===== config.mk =====
export PLATFORM = sky130hd
export DESIGN_NAME = divIterative
export DESIGN_NICKNAME = d
export VERILOG_FILES = /design/src/rtl/divPkg.sv /design/src/rtl/divControl.sv /design/src/rtl/divDatapath.sv /design/src/rtl/divIterative.sv
export SDC_FILE = /design/constraint.sdc
export NUM_CORES = 1
export LEC_CHECK = 0
export BUFFER_PORTS_ARGS = -buffer_cell sky130_fd_sc_hd__buf_2
export CORE_ASPECT_RATIO = 1.4
export CORE_MARGIN = 2
export CORE_UTILIZATION = 59
export DETAILED_ROUTE_END_ITERATION = 10
export PLACE_DENSITY_LB_ADDON = 0.1
export SYNTH_ARGS = -nofsm -noshare
export SYNTH_HDL_FRONTEND = slang
export SYNTH_SLANG_ARGS = --single-unit

===== constraint.sdc =====
create_clock -name clk -period 11.1 [get_ports clk]
set_input_delay 0.555 -clock clk [delete_from_list [all_inputs] [get_ports clk]]
set_output_delay 0.555 -clock clk [all_outputs]
set_load 0.1 [all_outputs]

===== src/rtl/divPkg.sv =====
package divPkg;
  typedef enum logic [2:0] {
    MODE_U16  = 3'd0,
    MODE_S16  = 3'd1,
    MODE_U32  = 3'd2,
    MODE_S32  = 3'd3,
    MODE_FRAC = 3'd4
  } divMode_e;

  typedef struct packed {
    logic load;
    logic step;
    logic finish;
  } ctrlStrobes_t;
endpackage


===== src/rtl/divControl.sv =====
module divControl
  import divPkg::*;
#(
  parameter int STEPS = 6
) (
  input  logic         clk,
  input  logic         rstN,
  input  logic         start,
  output ctrlStrobes_t strobes,
  output logic         busy,
  output logic         done
);
  localparam int CW = (STEPS > 1) ? $clog2(STEPS) : 1;

  logic [CW-1:0] stepCnt;

  always_comb begin
    strobes.load   = start && !busy;
    strobes.step   = busy;
    strobes.finish = busy && (stepCnt == CW'(STEPS - 1));
  end

  always_ff @(posedge clk or negedge rstN) begin
    if (!rstN) begin
      busy    <= 1'b0;
      done    <= 1'b0;
      stepCnt <= '0;
    end else begin
      done <= strobes.finish;
      if (strobes.load) begin
        busy    <= 1'b1;
        stepCnt <= '0;
      end else if (strobes.finish) begin
        busy    <= 1'b0;
        stepCnt <= '0;
      end else if (strobes.step) begin
        stepCnt <= stepCnt + 1'b1;
      end
    end
  end
endmodule


===== src/rtl/divDatapath.sv =====
module divDatapath
  import divPkg::*;
#(
  parameter int W     = 16,
  parameter int STEPS = 6,
  parameter int BPS   = 3
) (
  input  logic         clk,
  input  logic         rstN,
  input  ctrlStrobes_t strobes,
  input  divMode_e     modeE,
  input  logic         preserve,
  input  logic [W-1:0] dividendHi,
  input  logic [W-1:0] dividendLo,
  input  logic [W-1:0] divisor,
  output logic [W-1:0] quotient,
  output logic [W-1:0] remainder,
  output logic [W-1:0] sideQuotient,
  output logic [W-1:0] sideRemainder,
  output logic         flagN,
  output logic         flagZ,
  output logic         flagC,
  output logic         flagOv
);
  localparam int QB  = STEPS * BPS;
  localparam int PAD = QB - W;
  localparam int DW  = 2 * W;

  // operand preparation (used on load)
  logic          isSigned, dvdNeg, dsrNeg, ovPre;
  logic [DW-1:0] dvdRaw, dvdMag;
  logic [W-1:0]  dsrMag;

  always_comb begin
    case (modeE)
      MODE_S16:           dvdRaw = {{W{dividendLo[W-1]}}, dividendLo};
      MODE_U32, MODE_S32: dvdRaw = {dividendHi, dividendLo};
      MODE_FRAC:          dvdRaw = {dividendLo[W-1], dividendLo, {(W-1){1'b0}}};
      default:            dvdRaw = {{W{1'b0}}, dividendLo};
    endcase
    isSigned = (modeE == MODE_S16) || (modeE == MODE_S32) || (modeE == MODE_FRAC);
    dvdNeg   = isSigned && dvdRaw[DW-1];
    dsrNeg   = isSigned && divisor[W-1];
    dvdMag   = dvdNeg ? (~dvdRaw + 1'b1) : dvdRaw;
    dsrMag   = dsrNeg ? (~divisor + 1'b1) : divisor;
    ovPre    = (dvdMag[DW-1:W] >= dsrMag);
  end

  // iteration state
  logic [W-1:0]  remR, dsrR;
  logic [QB-1:0] shR;
  logic          qNegR, rNegR, signedR, ovPreR, preserveR;

  logic [BPS:0][W-1:0]  remSt;
  logic [BPS:0][QB-1:0] shSt;

  assign remSt[0] = remR;
  assign shSt[0]  = shR;

  for (genvar g = 0; g < BPS; g++) begin : gStage
    logic [W:0] trial, diff;
    logic       ge;
    assign trial         = {remSt[g], shSt[g][QB-1]};
    assign diff          = trial - {1'b0, dsrR};
    assign ge            = (trial >= {1'b0, dsrR});
    assign remSt[g+1]    = ge ? diff[W-1:0] : trial[W-1:0];
    assign shSt[g+1]     = {shSt[g][QB-2:0], ge};
  end

  // result formation on the last step
  logic [W-1:0]   qMag, remFinal, qOut, rOut;
  logic [PAD-1:0] qHigh;
  logic           sgnOv, ovAll;

  always_comb begin
    qMag     = shSt[BPS][W-1:0];
    qHigh    = shSt[BPS][QB-1:W];
    remFinal = remSt[BPS];
    sgnOv    = signedR && (qNegR ? (qMag[W-1] && (|qMag[W-2:0])) : qMag[W-1]);
    ovAll    = ovPreR || (|qHigh) || sgnOv;
    qOut     = qNegR ? (~qMag + 1'b1) : qMag;
    rOut     = rNegR ? (~remFinal + 1'b1) : remFinal;
  end

  always_ff @(posedge clk or negedge rstN) begin
    if (!rstN) begin
      remR          <= '0;
      dsrR          <= '0;
      shR           <= '0;
      qNegR         <= 1'b0;
      rNegR         <= 1'b0;
      signedR       <= 1'b0;
      ovPreR        <= 1'b0;
      preserveR     <= 1'b0;
      quotient      <= '0;
      remainder     <= '0;
      sideQuotient  <= '0;
      sideRemainder <= '0;
      flagN         <= 1'b0;
      flagZ         <= 1'b0;
      flagC         <= 1'b0;
      flagOv        <= 1'b0;
    end else begin
      if (strobes.load) begin
        remR      <= {{PAD{1'b0}}, dvdMag[DW-1:QB]};
        shR       <= dvdMag[QB-1:0];
        dsrR      <= dsrMag;
        qNegR     <= dvdNeg ^ dsrNeg;
        rNegR     <= dvdNeg;
        signedR   <= isSigned;
        ovPreR    <= ovPre;
        preserveR <= preserve;
      end else if (strobes.step) begin
        remR <= remSt[BPS];
        shR  <= shSt[BPS];
      end
      if (strobes.finish) begin
        if (preserveR) begin
          sideQuotient  <= qOut;
          sideRemainder <= rOut;
        end else begin
          quotient  <= qOut;
          remainder <= rOut;
        end
        flagN  <= qOut[W-1];
        flagZ  <= (qOut == '0);
        flagC  <= (rOut != '0);
        flagOv <= ovAll;
      end
    end
  end
endmodule


===== src/rtl/divIterative.sv =====
module divIterative
  import divPkg::*;
#(
  parameter int W     = 16,
  parameter int STEPS = 6,
  parameter int BPS   = 3
) (
  input  logic         clk,
  input  logic         rstN,
  input  logic         start,
  input  logic [2:0]   mode,
  input  logic         preserve,
  input  logic [W-1:0] dividendHi,
  input  logic [W-1:0] dividendLo,
  input  logic [W-1:0] divisor,
  output logic         busy,
  output logic         done,
  output logic [W-1:0] quotient,
  output logic [W-1:0] remainder,
  output logic [W-1:0] sideQuotient,
  output logic [W-1:0] sideRemainder,
  output logic         flagN,
  output logic         flagZ,
  output logic         flagC,
  output logic         flagOv
);
  ctrlStrobes_t strobes;
  divMode_e     modeE;

  assign modeE = divMode_e'(mode);

  divControl #(.STEPS(STEPS)) u_ctrl (
    .clk(clk), .rstN(rstN), .start(start),
    .strobes(strobes), .busy(busy), .done(done)
  );

  divDatapath #(.W(W), .STEPS(STEPS), .BPS(BPS)) u_dp (
    .clk(clk), .rstN(rstN), .strobes(strobes), .modeE(modeE),
    .preserve(preserve), .dividendHi(dividendHi), .dividendLo(dividendLo),
    .divisor(divisor), .quotient(quotient), .remainder(remainder),
    .sideQuotient(sideQuotient), .sideRemainder(sideRemainder),
    .flagN(flagN), .flagZ(flagZ), .flagC(flagC), .flagOv(flagOv)
  );
endmodule


==> results of run 1 <==
==> worst min-delay path by stage <==
| stage | from | to | cells after the start |
|---|---|---|---|
| 2_1_floorplan | rstN | u_ctrl.busy | 0 |
| 4_1_cts | rstN | u_dp.sideRemainder[9] | 1 |
| 5_1_grt | rstN | u_dp.sideRemainder[9] | 1 |
| 3_3_place_gp | u_dp.remainder[5] | u_dp.remainder[5] | 2 |
| 6_report | rstN | u_dp.sideRemainder[9] | 1 |
| 3_5_place_dp | u_dp.sideQuotient[9] | u_dp.sideQuotient[9] | 2 |
==> layer usage <==
metal,vias to the layer above,routed length (um)
met4,0,1480
met2,435,17600
met5,-,0
li1,5447,-
met3,93,1810
met1,5386,14700
==> state kept, by name, indices dropped and copies added, names as in the netlist, 3 cells and up <==
name and count:
u_dp.remainder 16, u_dp.quotient 16, u_dp.sideQuotient 16, u_dp.dsrR 16, u_dp.sideRemainder 16, u_dp.remR 16
u_ctrl.stepCnt 3, u_dp.shR 18
==> layout by cell type (no fill, tap or decap), types with 5 or more instances in the layout <==
master and n:
nand2_1 208, o21ai_0 176, dfrtp_1 127, buf_2 123
a21oi_1 98, nor2_1 77, ha_1 70, xor2_1 57
inv_1 51, nor2b_1 32, xnor2_1 32, nand3_1 30
a21o_1 29, nor3_1 27, mux2i_1 27, a211oi_1 22
a31oi_1 21, nand2b_1 19, o31ai_1 19, clkbuf_16 17
o21a_1 16, nand4_1 16, or3_1 15, mux2_2 14
nor4_1 13, o211ai_1 13, buf_4 13, and3_1 11
or4_1 7, o21ai_1 7, o2111ai_1 7, a211o_1 6
or2_2 6, o311ai_0 6, inv_8 6, nor3b_1 5
nand3b_1 5, a32oi_1 5
==> metrics by stage <==
step / util, % / cells / hold slack (ps) / worst slack (ps) / cell area (um^2)
global route: 66.6 / 1791 / 197 / 106 / 12800
finish: 66.6 / 1791 / 143 / 628 / 12800
detailed placement: 63.6 / 1759 / 465 / 738 / 12200
global placement: 63.6 / 1759 / 456 / 849 / 12200
floorplan: - / 1450 / 259 / 1750 / 11500
CTS: 66.6 / 1791 / 165 / 686 / 12800
==> logic make-up after synthesis <==
logic type,after synthesis
flip-flops,128
AO/OA/AOI/OAI,481
AND/OR/NAND/NOR,502
multiplexers,48
buffers and inverters,129
adder cells (fa/ha/maj),73
XOR/XNOR,89
==> final cells by class <==
type | count | share of cell area, %
tap | 248 | 2.42
inverter | 54 | 1.59
multi-input combinational | 1193 | 60.8
clock inverter | 15 | 1.25
sequential | 128 | 25.0
clock buffer | 17 | 3.32
timing repair buffer | 136 | 5.57
==> timing repair <==
item | 4_1_cts | 5_1_grt
hold buffers | 0 | 0
resized for setup | 0 | 4
hold endpoints to repair | 0 | 0
buffers inserted | 0 | 0
setup endpoints to repair | 0 | 2
==> impl_metrics.toml, run 1 <==
[clock_network]
clkSinkCount = 128
cts_tree = "yes"
clk_pin_slew_ps = 70
cts_buffers = 17
cts_buffer_depth = 2
insertion_delay_ps = 440
root_buffer = "clkbuf_16"
htree_num_levels = 4

[worst_setup_path]
crit_family = "simple AND/OR/NAND/NOR gates"
crit_start = "u_dp.dsrR[12]"
r2r_end = "u_dp.flagC"
crit_cells = 39
r2r_cells = 39
worstPathArrival_ps = 10830
reg2reg_setup_slack_ps = 630
worstSetupPathType = "flop to flop"
r2r_start = "u_dp.dsrR[12]"
crit_end = "u_dp.flagC"
critPathLaunchType = "flop"
worst_path_largest_cell_delay_ps = 630
end_kind = "flop"
crit_slowest_cell = "or4_4"
critical_path_required_ps = 11460
cp_max_fo = 24
critical_path.most_common_cell = "a31oi_1"
worst-path-buf-inv = 5

[yosys]
yosys.area_share.simple_pct = 21.6
synth_area_leaders = "dfrtp_1, o21ai_0, ha_1"
seq_area_frac_synth_pct = 27.8
synth_top_area_share_pct = 27.8
synth-seq-cells = 128
netlist_instances = 1450
synth_adder_area_share_pct = 8.12
synth.most_common_cell = "nand2_1"
synth-xor-area-share_pct = 6.76
synthArstFlopShare_pct = 100
synth_edf_count = 0
synthMuxAreaShare_pct = 4.50
synth_cell_types = 99
synth_warnings = 0
synth_common_cells = "nand2_1, o21ai_0, dfrtp_1, a21oi_1, nor2_1"
synthFlopType = "dfrtp_1"
synth_compound_area_share_pct = 26.5
syn-num-nets = 1578
syn_area_um2 = 11500
synth_top_family_by_area = "compound AO/OA/AOI/OAI gates"
synth_top_area_cell = "dfrtp_1"
syn_avg_cell_area_um2 = 7.95

[floorplanning]
die_w_um = 122
ios = 125
die_h_um = 169
core.rowCount = 60
start_util_pct = 60.0
core-area_um2 = 19200
dieArea_um2 = 20700

[sta]
rsz0062_at_grt = "no"
hold_viol = 0
slew_viol_final = 0
final.setup_skew_ps = 12.4
finalSetupViolations = 0
period_minus_slack_ps = 10470
clock.fmax_mhz = 95.5
worst_pin_slew_ps = 1060
finalCritPeriodShare_pct = 94.3
tns_ps = 0
slew_headroom_pct = 29.6

[global_route]
grtUsageTotal_pct = 35.0
grt_max_degree = 81
gr-total-overflow = 0
met2_usage_pct = 59.7
grt_pass1_vias = 10900
met1_usage_pct = 43.9
grt_busiest_layer = "met2"
grt_pass1_wl_mm = 56.8
gr-usage-met3_pct = 4.30
grt_antenna_before_repair = 0

[routing]
avgViaCountPerCell = 6.34
wl_per_cell_um = 19.9
via_count = 11400
drt-initial-drc-count = 858
antenna_left = 0
drcViolationCount = 0
first_pass_iters = 8
wl_mm = 35.6

[cells_and_area]
multi_input_area_um2 = 7790
nets = 1658
drive_gt1_share_pct = 14.6
fillers = 1696
seq_area_um2 = 3200
diodes = 0
area_delta_synth_final_pct = 11.1

[status]
status = "finished, final reports clean"

[place]
io_buffers = 124
finalWeightedCongestion = 1.01
dpl.hpwl_mm = 27.5

[min_path]
hold_class = "input port to async pin"

[flow_run]
maxCapViolations = 0
Power of run 1 is left out: the tool's default activity adds up to more than one toggle a clock period on the data nets, which glitch-free logic cannot reach.
==> run 2: changes to the inputs <==
--- a/config.mk
+++ b/config.mk
@@ -10,7 +10,9 @@
 export CORE_MARGIN = 2
 export CORE_UTILIZATION = 59
 export DETAILED_ROUTE_END_ITERATION = 10
+export MAX_ROUTING_LAYER = met4
 export PLACE_DENSITY_LB_ADDON = 0.1
+export RECOVER_POWER = 50
 export SYNTH_ARGS = -nofsm -noshare
 export SYNTH_HDL_FRONTEND = slang
 export SYNTH_SLANG_ARGS = --single-unit
==> impl_metrics.toml, run 2 (same netlist as run 1, synthesis figures left out) <==
[floorplanning]
core-area_um2 = 19200
dieArea_um2 = 20700
die_h_um = 169
core.rowCount = 60
ios = 125
die_w_um = 122
start_util_pct = 60.0

[sta]
finalSetupViolations = 0
tns_ps = 0
period_minus_slack_ps = 10510
worst_pin_slew_ps = 4240
final.setup_skew_ps = 13.1
hold_slack_ps = 367
slew_headroom_pct = -182
finalCritPeriodShare_pct = 94.7
hold_viol = 0
rsz0062_at_grt = "no"
slew_viol_final = 207
clock.fmax_mhz = 95.2

[place]
io_buffers = 124
dpl.hpwl_mm = 29.1
finalWeightedCongestion = 1.03

[status]
status = "finished, violations left"
violations = "max-capacitance violations, max-slew violations"

[cells_and_area]
nets = 1660
largest_reg_flops = 18
mostFrequentLayoutCell = "nand2_1"
drive_gt1_share_pct = 9.90
final_cell_mix = "nand2_1, o21ai_0, dfrtp_1, a21oi_1, nor2_1"
fillers = 1737
diodes = 0
area_delta_synth_final_pct = 10.3
top_register = "u_dp.shR"
multi_input_area_um2 = 7780
seq_area_um2 = 3200

[worst_setup_path]
crit_slowest_cell = "or4_4"
worstPathArrival_ps = 10860
worstSetupPathType = "flop to flop"
reg2reg_setup_slack_ps = 590
cp_max_fo = 24
critical_path_required_ps = 11450
worst_path_largest_cell_delay_ps = 630
end_kind = "flop"
critPathLaunchType = "flop"

[routing]
via_count = 11600
wl_per_cell_um = 21.0
drcViolationCount = 0
antenna_left = 0
wl_mm = 37.7
drt-initial-drc-count = 1052
avgViaCountPerCell = 6.45
first_pass_iters = 5

[clock_network]
cts_post_setup_buffers_inserted = 0
clk_pin_slew_ps = 70
cts_resized = 0
cts_hold_buf = 0
cts_buffers = 17
clkSinkCount = 128
cts_buffer_depth = 2
insertion_delay_ps = 440
htree_num_levels = 4
root_buffer = "clkbuf_16"
cts_tree = "yes"

[global_route]
grt_pass1_wl_mm = 59.1
grt_antenna_before_repair = 0
grt_pass1_vias = 11000
grt_max_degree = 84
gr-total-overflow = 0
grtUsageTotal_pct = 38.2

[flow_run]
maxCapViolations = 3

[min_path]
hold_class = "input port to flop"
==> run 2: cell count changes in the layout (fill, tap and decap cells not counted), sizes merged <==
cell    delta
inv        +2
clkinv     -2
buf       -70
clkbuf    +72
==> run 2: through the flow <==
step,instance area [um^2],utilization [%],instances,setup slack [ps]
2_1_floorplan,11500,-,1450,1750
3_3_place_gp,12200,63.6,1761,1030
3_5_place_dp,12200,63.6,1761,902
4_1_cts,12800,66.7,1793,805
5_1_grt,12700,66.2,1793,2.58
6_report,12700,66.2,1793,592
==> run 2: path summary, 6_finish.rpt <==
kind | start | endpoint | depth (start not counted)
worst max register to register | u_dp.dsrR[9] | u_dp.flagC | 37
max in group asynchronous | rstN | u_ctrl.busy | 2
worst max-delay path | u_dp.dsrR[9] | u_dp.flagC | 37
worst min-delay path | preserve | u_dp.preserveR | 2
min in group asynchronous | rstN | u_dp.remainder[7] | 1
worst min register to register | u_dp.sideQuotient[3] | u_dp.sideQuotient[3] | 2
==> run 2: final cells by class <==
class	instances	share of cell area [%]
Clock inverter	15	1.26
Sequential cell	128	25.2
Clock buffer	17	3.35
Timing Repair Buffer	138	4.96
Inverter	54	1.59
Tap cell	248	2.44
Multi-Input combinational cell	1193	61.2
==> run 2: per-layer routing <==
| metal | GRT usage, % | vias to the layer above | share of wire (%) |
|---|---|---|---|
| met5 | - | - | 0 |
| met4 | 18.2 | 0 | 5.2 |
| met3 | 5.24 | 119 | 6.0 |
| met2 | 63.7 | 507 | 49 |
| met1 | 45.3 | 5487 | 40 |
| li1 | - | 5450 | - |
==> run 2: worst max-delay path: cells and delay by family, from the launching register on <==
family,cells,cell delay [ps]
compound gates,12,2940
fa+ha+maj,4,1350
buf+inv,3,530
flops,1,350
mux,2,510
simple gates,16,4740
Power of run 2 is left out for the same reason.
